## config.mk

```make
export PLATFORM = sky130hd
export DESIGN_NAME = pll_ratio_solver
export DESIGN_NICKNAME = d
export VERILOG_FILES = /design/src/rtl/pll_ratio_pkg.sv /design/src/rtl/pll_ratio_div.sv /design/src/rtl/pll_ratio_ctrl.sv /design/src/rtl/pll_ratio_dp.sv /design/src/rtl/pll_ratio_solver.sv
export SDC_FILE = /design/constraint.sdc
export NUM_CORES = 2
export LEC_CHECK = 0
export BUFFER_PORTS_ARGS = -buffer_cell sky130_fd_sc_hd__buf_2
export CAP_MARGIN = 10
export CORE_AREA = 2 2 299 301
export DETAILED_ROUTE_END_ITERATION = 16
export DIE_AREA = 0 0 301 303
export GPL_ROUTABILITY_DRIVEN = 1
export GPL_TIMING_DRIVEN = 0
export PLACE_DENSITY = 0.54
export SLEW_MARGIN = 20
export SYNTH_ARGS = -nofsm -noshare
export SYNTH_HDL_FRONTEND = slang
export SYNTH_HIERARCHICAL = 1
export SYNTH_SLANG_ARGS = --single-unit
```

## constraint.sdc

```tcl
create_clock -name clk -period 9.9 [get_ports clk]
set_input_delay 0.99 -clock clk [delete_from_list [all_inputs] [get_ports clk]]
set_output_delay 0.99 -clock clk [all_outputs]
set_load 0.01 [all_outputs]
```

## src/rtl/pll_ratio_pkg.sv

```systemverilog
package pll_ratio_pkg;
  localparam int RW         = 9;     // convergent register width
  localparam int N_LIMIT    = 255;   // largest accepted numerator
  localparam int D_LIMIT    = 256;   // largest accepted denominator
  localparam int N_FLOOR    = 16;    // smallest legal multiplier
  localparam int D_GROW_MAX = 128;   // doubling allowed while den <= this
  localparam int K_CAP      = 3;     // post-divider exponent cap
  localparam int KW         = $clog2(K_CAP + 1);
  localparam int CN_MAX     = 32;
  localparam int CMW        = 8;
  localparam int COW        = K_CAP + 1;
  localparam int CNCW       = 5;
  localparam int COCW       = KW;
  localparam logic [31:0] CN_PATTERN = 32'hCB7A89C0;

  typedef struct packed {
    logic init;
    logic divStart;
    logic update;
    logic normStep;
    logic finish;
  } strobes_t;

  typedef struct packed {
    logic bZero;
    logic divDone;
    logic ovf;
    logic normNeed;
  } status_t;

  function automatic logic [CMW-1:0] cmEncode(input logic [CMW-1:0] cm);
    if (cm < 8'd32)       return 8'hE0 | (cm - 8'd16);
    else if (cm < 8'd64)  return 8'hC0 | (cm - 8'd32);
    else if (cm < 8'd128) return 8'h80 | (cm - 8'd64);
    else                  return cm - 8'd128;
  endfunction

  function automatic logic [CNCW-1:0] cnEncode(input logic [RW-1:0] cn);
    logic [RW-1:0] sh;
    logic [31:0]   shifted;
    sh = cn - RW'(1);
    shifted = CN_PATTERN >> sh[4:0];
    if (cn == RW'(1)) return 5'h1F;
    return shifted[CNCW-1:0];
  endfunction
endpackage

```

## src/rtl/pll_ratio_div.sv

```systemverilog
module pll_ratio_div #(
  parameter int DW = 32
) (
  input  logic          clk,
  input  logic          rstN,
  input  logic          start,
  input  logic [DW-1:0] dividend,
  input  logic [DW-1:0] divisor,
  output logic [DW-1:0] quot,
  output logic [DW-1:0] rem,
  output logic          doneP
);
  localparam int CW = $clog2(DW + 1);

  logic [DW-1:0] dvsr;
  logic [CW-1:0] cnt;
  logic          busy;
  logic [DW:0]   shifted;
  logic          fits;

  always_comb begin
    shifted = {rem, quot[DW-1]};
    fits    = shifted >= {1'b0, dvsr};
  end

  always_ff @(posedge clk) begin
    if (!rstN) begin
      quot  <= '0;
      rem   <= '0;
      dvsr  <= '0;
      cnt   <= '0;
      busy  <= 1'b0;
      doneP <= 1'b0;
    end else if (start) begin
      quot  <= dividend;
      rem   <= '0;
      dvsr  <= divisor;
      cnt   <= CW'(DW);
      busy  <= 1'b1;
      doneP <= 1'b0;
    end else if (busy) begin
      if (fits) begin
        rem  <= DW'(shifted - {1'b0, dvsr});
        quot <= {quot[DW-2:0], 1'b1};
      end else begin
        rem  <= shifted[DW-1:0];
        quot <= {quot[DW-2:0], 1'b0};
      end
      cnt <= cnt - CW'(1);
      if (cnt == CW'(1)) begin
        busy  <= 1'b0;
        doneP <= 1'b1;
      end
    end else begin
      doneP <= 1'b0;
    end
  end

  // never launch while a division is in flight
  a_r10_one_div: assert property (@(posedge clk) disable iff (!rstN)
    start |-> !busy);
  // remainder is below the divisor on completion
  a_r1_rem_lt_div: assert property (@(posedge clk) disable iff (!rstN)
    doneP |-> rem < dvsr);
endmodule

```

## src/rtl/pll_ratio_ctrl.sv

```systemverilog
module pll_ratio_ctrl
  import pll_ratio_pkg::*;
(
  input  logic     clk,
  input  logic     rstN,
  input  logic     start,
  input  logic     denZero,
  input  status_t  stat,
  output strobes_t stb
);
  typedef enum logic [2:0] {S_IDLE, S_CHECK, S_DIV, S_NORM, S_FIN} state_t;
  state_t state, nextState;

  always_comb begin
    stb       = '0;
    nextState = state;
    unique case (state)
      S_IDLE: if (start) begin
        stb.init  = 1'b1;
        nextState = denZero ? S_FIN : S_CHECK;
      end
      S_CHECK: if (stat.bZero) nextState = S_NORM;
               else begin
                 stb.divStart = 1'b1;
                 nextState    = S_DIV;
               end
      S_DIV: if (stat.divDone) begin
        stb.update = 1'b1;
        nextState  = stat.ovf ? S_NORM : S_CHECK;
      end
      S_NORM: if (stat.normNeed) stb.normStep = 1'b1;
              else nextState = S_FIN;
      S_FIN: begin
        stb.finish = 1'b1;
        nextState  = S_IDLE;
      end
      default: nextState = S_IDLE;
    endcase
  end

  always_ff @(posedge clk) begin
    if (!rstN) state <= S_IDLE;
    else       state <= nextState;
  end

  // zero denominator goes straight to the finishing step
  a_r3_zero_den_fast: assert property (@(posedge clk) disable iff (!rstN)
    (state == S_IDLE && start && denZero) |=> state == S_FIN);
  // a new computation can only be loaded from idle
  a_r10_start_ignored: assert property (@(posedge clk) disable iff (!rstN)
    (state != S_IDLE) |-> !stb.init);
endmodule

```

## src/rtl/pll_ratio_dp.sv

```systemverilog
module pll_ratio_dp
  import pll_ratio_pkg::*;
#(
  parameter int DW = 32
) (
  input  logic             clk,
  input  logic             rstN,
  input  strobes_t         stb,
  input  logic [DW-1:0]    numIn,
  input  logic [DW-1:0]    denIn,
  output status_t          stat,
  output logic             done,
  output logic             err,
  output logic [CMW-1:0]   cmVal,
  output logic [RW-1:0]    cnVal,
  output logic [COW-1:0]   coVal,
  output logic [CMW-1:0]   cmCode,
  output logic [CNCW-1:0]  cnCode,
  output logic [COCW-1:0]  coCode
);
  localparam int PW = DW + RW + 1;

  logic [DW-1:0] aReg, bReg, quot, rem;
  logic [RW-1:0] nOld, dOld, nCur, dCur;
  logic [PW-1:0] nNew, dNew;
  logic          divDone;
  logic [KW-1:0] k;
  logic [RW-1:0] cnRaw;
  logic [COW-1:0] coRaw;
  logic          errNow;

  pll_ratio_div #(.DW(DW)) uDiv (
    .clk(clk), .rstN(rstN), .start(stb.divStart),
    .dividend(aReg), .divisor(bReg),
    .quot(quot), .rem(rem), .doneP(divDone)
  );

  always_comb begin
    nNew = PW'(nOld) + PW'(nCur) * PW'(quot);
    dNew = PW'(dOld) + PW'(dCur) * PW'(quot);
    stat.bZero    = (bReg == '0);
    stat.divDone  = divDone;
    stat.ovf      = (nNew > PW'(N_LIMIT)) || (dNew > PW'(D_LIMIT));
    stat.normNeed = (nCur != '0) && (dCur != '0) &&
                    (nCur < RW'(N_FLOOR)) && (dCur <= RW'(D_GROW_MAX));
  end

  // post-divider split: lowest set bit among the low K_CAP bits
  always_comb begin
    k = KW'(K_CAP);
    for (int i = K_CAP - 1; i >= 0; i--)
      if (dCur[i]) k = KW'(i);
    cnRaw  = dCur >> k;
    coRaw  = COW'(1) << k;
    errNow = (nCur < RW'(N_FLOOR)) || (nCur > RW'(N_LIMIT)) ||
             (cnRaw == '0) || (cnRaw > RW'(CN_MAX));
  end

  always_ff @(posedge clk) begin
    if (!rstN) begin
      aReg <= '0; bReg <= '0;
      nOld <= '0; dOld <= '0; nCur <= '0; dCur <= '0;
    end else if (stb.init) begin
      aReg <= numIn;    bReg <= denIn;
      nOld <= '0;       dOld <= RW'(1);
      nCur <= RW'(1);   dCur <= '0;
    end else if (stb.update && !stat.ovf) begin
      nOld <= nCur;     dOld <= dCur;
      nCur <= nNew[RW-1:0];
      dCur <= dNew[RW-1:0];
      aReg <= bReg;     bReg <= rem;
    end else if (stb.normStep) begin
      nCur <= nCur << 1;
      dCur <= dCur << 1;
    end
  end

  always_ff @(posedge clk) begin
    if (!rstN) begin
      done <= 1'b0; err <= 1'b0;
      cmVal <= '0; cnVal <= '0; coVal <= '0;
      cmCode <= '0; cnCode <= '0; coCode <= '0;
    end else begin
      done <= stb.finish;
      if (stb.finish) begin
        err    <= errNow;
        cmVal  <= nCur[CMW-1:0];
        cnVal  <= cnRaw;
        coVal  <= coRaw;
        cmCode <= errNow ? '0 : cmEncode(nCur[CMW-1:0]);
        cnCode <= errNow ? '0 : cnEncode(cnRaw);
        coCode <= errNow ? '0 : COCW'(k);
      end
    end
  end

  // the kept convergent never exceeds the limits
  a_r2_conv_bound: assert property (@(posedge clk) disable iff (!rstN)
    (nCur <= RW'(N_LIMIT)) && (dCur <= RW'(D_LIMIT)));
  // done is a single-cycle pulse
  a_r9_done_pulse: assert property (@(posedge clk) disable iff (!rstN)
    done |=> !done);
  // a clean result is always in range
  a_r6_range_ok: assert property (@(posedge clk) disable iff (!rstN)
    (done && !err) |-> (cmVal >= CMW'(N_FLOOR)) && (cnVal >= RW'(1)) &&
                       (cnVal <= RW'(CN_MAX)) && ($countones(coVal) == 1));
  // codes are cleared whenever an error is reported
  a_r9_err_codes: assert property (@(posedge clk) disable iff (!rstN)
    (done && err) |-> (cmCode == '0) && (cnCode == '0) && (coCode == '0));
endmodule

```

## src/rtl/pll_ratio_solver.sv

```systemverilog
module pll_ratio_solver
  import pll_ratio_pkg::*;
#(
  parameter int DW = 32
) (
  input  logic             clk,
  input  logic             rstN,
  input  logic             start,
  input  logic [DW-1:0]    numIn,
  input  logic [DW-1:0]    denIn,
  output logic             done,
  output logic             err,
  output logic [CMW-1:0]   cmVal,
  output logic [RW-1:0]    cnVal,
  output logic [COW-1:0]   coVal,
  output logic [CMW-1:0]   cmCode,
  output logic [CNCW-1:0]  cnCode,
  output logic [COCW-1:0]  coCode
);
  strobes_t stb;
  status_t  stat;

  pll_ratio_ctrl uCtrl (
    .clk(clk), .rstN(rstN), .start(start),
    .denZero(denIn == '0), .stat(stat), .stb(stb)
  );

  pll_ratio_dp #(.DW(DW)) uDp (
    .clk(clk), .rstN(rstN), .stb(stb), .numIn(numIn), .denIn(denIn),
    .stat(stat), .done(done), .err(err),
    .cmVal(cmVal), .cnVal(cnVal), .coVal(coVal),
    .cmCode(cmCode), .cnCode(cnCode), .coCode(coCode)
  );
endmodule

```

==> reports/summary.md <==
* 940 ps — delay contributed by the slowest stage of the critical path
* 189000 um — first-pass GRT wire length
* 5.75 — vias per cell
* 590 ps — clock insertion delay at the later pin of the skew report
* adder cells — main combinational cell family by area after synthesis
* 0 — Max Slew Vio Count
* 0.272 — GRT Total Usage
* 37100 sq um — area of all placed cells without fillers
* 10330 ps — Worst Path Required
* 111 nW/um^2 — Power Dens Cells
* 0.0727 — proportion of layout cells with a drive suffix above 1
* sky130_fd_sc_hd__fa_1 26%, sky130_fd_sc_hd__dfxtp_1 14%, sky130_fd_sc_hd__ha_1 9.2%, sky130_fd_sc_hd__and2_1 7.0%, sky130_fd_sc_hd__nand2_1 5.2% — top cells by area, synth
* sky130_fd_sc_hd__clkbuf_16 — root buffer selected by CTS
* sky130_fd_sc_hd__dfxtp_1 — most frequently used flop master after synthesis
* 125000 um — total wire length after detailed routing
* 10 — maximum fanout count along the critical path
* 0 — Async S/R FF share, synth
* 60 ps — Clock transition at path regs
* 2663 — DRC violation total after the first TritonRoute iteration
* 0.421 — utilization after layout
* 10020 ps — data arrival time of the critical path
* register to register — path class of the lowest-slack min-delay path
* 0.104 GHz — achievable clock frequency
* 0.0162 — xor and xnor area share after synthesis
* completed — result of the run
* 0 — count of unresolved DRC violations after routing
* 30600 — vias post-DR
* 0.214 — post-synthesis simple-gate area fraction
* sky130_fd_sc_hd__fa_1 — biggest area consumer among synthesized cells
* 91200 sq um — total die area
* 16.8 nW — Pleak
* 3 — clock buffer depth
* 471 x sky130_fd_sc_hd__nand2_1, 435 x sky130_fd_sc_hd__fa_1, 383 x sky130_fd_sc_hd__and2_1 — most frequent cells after synthesis
* 0.347 — Adder-Cell Fraction of Synth Area
* 0.957 — placer congestion estimate
* 28 — clock buffer count from CTS
* 8.89% — area overhead of the layout relative to synthesis
* sky130_fd_sc_hd__a2111oi_1 — Slowest-stage cell, CP
* 0.969 — final critical-path share of the clock period
* 105 — number of I/O pins
* 6 — yosys warns
* 0.170 — compound-gate portion of the synthesized area
* 103000 um — detailed-placement wirelength estimate
* 34000 sq um — Cell Area, Synth
* 0.0356 — share of synthesized area spent on multiplexers
* 1110 ps — worst-margin pin slew
* register — crit path capture type
* 0 — Final Hold Viols
* register to register — kind of critical path
* 109 — standard-cell row count
* 4889 — Nets
* 18.8 ps — worst clock skew
* 104 — number of buffer cells added on primary ports
* 4003 — synthesized netlist cell count
* 88000 sq um — area of the core
* 0 — number of synthesized flops with an enable pin
* 1 — number of levels the H-tree was split into
* 36100 sq um — dpl cell area
* 245 — FF+latch count, synth
* 23.5 um — average detailed-routed wire length per instance
* 0 — hold bufs inserted after CTS
* 94 — library cells used by synthesis
* 301 um — Die X-Extent
* sky130_fd_sc_hd__nand2_1 — dominant cell by count in the synthesized netlist
* done — clock tree from TritonCTS
* 0.144 — sequential element share of the synthesized area
* 303 um — die outline height
* 0 — total congestion overflow
* 0.261 — worst max-slew margin expressed relative to the limit
* 0.387 — initial standard-cell utilization of the core
* adder cells — Largest delay share family, worst path
* 11 — number of buffer and inverter instances along the worst setup path
* 245 — CTS sink count
* 0.256 — area share of the largest cell type after synthesis
* register — Worst Setup Start Kind
* 0 — count of endpoints failing setup in the final report
* 16 — maximum number of pins on one net before global-route repair
* 0 — Final ANT Viol Nets
* false — setup repair after global routing missed its margin
* 9590 ps — Min Clock Period, post-route
* 0.000141 V — worst IR drop on VDD
* 6 — antenna violations before repair
* 4754 — net count after synthesis
* 8.50 sq um — per-instance average area after synthesis
* 30400 — number of global-route vias before repair
* 0 — MaxCap Viol Count
* 5 — DRT Pass-1 Iters
-- registers in the layout, indices dropped and copies added (netlist names), 8 cells and up --
name	cells
uDp/dOld	9
uDp/aReg	32
uDp/uDiv/rem	32
uDp/cnVal	9
uDp/uDiv/dvsr	32
uDp/cmVal	8
uDp/dCur	9
uDp/nCur	9
uDp/cmCode	8
uDp/bReg	32
uDp/uDiv/quot	32
uDp/nOld	9
-- report_power, final --
part           total, W  internal, W  switching [W]  leakage (nW)
combinational   0.00179     0.000631        0.00116          14.3
clock           0.00111     0.000654       0.000458         0.474
sequential      0.00122      0.00107       0.000146          1.99
total           0.00412      0.00236        0.00176          16.8
-- cells in the final DEF, fill, tap and decap left out, types with 13 or more instances in the layout --
cell,Yosys,layout
sky130_fd_sc_hd__a21o_1,24,24
sky130_fd_sc_hd__nand2b_1,22,22
sky130_fd_sc_hd__o21bai_1,13,13
sky130_fd_sc_hd__nor4_1,30,29
sky130_fd_sc_hd__fa_1,435,435
sky130_fd_sc_hd__mux2i_1,110,110
sky130_fd_sc_hd__clkbuf_16,0,28
sky130_fd_sc_hd__o21ai_1,27,29
sky130_fd_sc_hd__xor2_1,31,31
sky130_fd_sc_hd__a211oi_1,41,40
sky130_fd_sc_hd__nand3_1,56,56
sky130_fd_sc_hd__o211ai_1,24,24
sky130_fd_sc_hd__o31ai_2,41,43
sky130_fd_sc_hd__clkbuf_1,248,241
sky130_fd_sc_hd__a31oi_1,102,101
sky130_fd_sc_hd__nand2_1,471,471
sky130_fd_sc_hd__nand4_1,127,127
sky130_fd_sc_hd__and2_1,383,383
sky130_fd_sc_hd__buf_2,26,130
sky130_fd_sc_hd__buf_6,14,14
sky130_fd_sc_hd__nor2_1,99,99
sky130_fd_sc_hd__dfxtp_1,245,245
sky130_fd_sc_hd__inv_1,316,316
sky130_fd_sc_hd__nor2b_1,69,69
sky130_fd_sc_hd__o21a_1,23,23
sky130_fd_sc_hd__o21ai_0,239,237
sky130_fd_sc_hd__xnor2_1,32,32
sky130_fd_sc_hd__or3_1,14,14
sky130_fd_sc_hd__nor3_1,57,57
sky130_fd_sc_hd__ha_1,249,249
sky130_fd_sc_hd__a21oi_1,186,186
sky130_fd_sc_hd__o31ai_1,36,34
-- logic make-up (layout without fill, tap and decap cells) --
kind of cell	Yosys count	in the layout
simple gates	1394	1394
compound gates	879	879
fa+ha+maj	684	684
buf+inv	618	771
flops	245	245
mux	120	120
xor+xnor	63	63
other cells	0	2
-- final cells by class --
class / count / area [sq um]
Fill cell: 9012 / 50900
Multi-Input combinational cell: 3140 / 26700
Sequential cell: 245 / 4900
Tap cell: 1165 / 1460
Buffer: 301 / 1300
Inverter: 316 / 1190
Clock buffer: 36 / 771
Timing Repair Buffer: 106 / 543
Clock inverter: 12 / 193
Antenna cell: 2 / 5.00
-- timing repair --
item | in CTS | in global routing
setup buffers | 0 | 1
setup endpoints to repair | 101 | 101
pin swaps | 0 | 1
resized for setup | 6 | 18
-- final timing paths --
path                 startpoint  slack [ps]             to  depth (start not counted)
setup / recovery    uDp/dCur[2]         310   uDp/aReg[14]                         28
hold / removal    uDp/cmCode[7]         430  uDp/cmCode[7]                          2
setup reg to reg    uDp/dCur[2]         310   uDp/aReg[14]                         28
hold reg to reg   uDp/cmCode[7]         430  uDp/cmCode[7]                          2
-- tightest hold or removal path, delay by kind of cell (launching register included) --
| family | cells | cell delay, ps |
|---|---|---|
| DFF | 1 | 310 |
| and+or+nand+nor | 2 | 90 |
-- through the flow --
stage | power (W) | std cells | setup TNS (ps) | setup slack, ps | hold WS [ps]
final | 0.00412 | 5323 | 0 | 312 | 434
after global routing | 0.00432 | 5322 | 0 | 13.7 | 463
after CTS | 0.00409 | 5321 | 0 | 55.6 | 436
after detailed placement | 0.00298 | 5273 | -11960 | -359 | 425
after global placement | 0.00298 | 5272 | -29560 | -910 | 425
after floorplan | 0.00242 | 4003 | 0 | 2460 | 438
-- routing by layer --
layer  routed length, um  global-route usage
met1               56300               0.381
met2               56100               0.430
met3                8520              0.0427
met4                4440              0.0877
met5                   0                   0
Note: power is estimated with default switching activity, not from simulation.
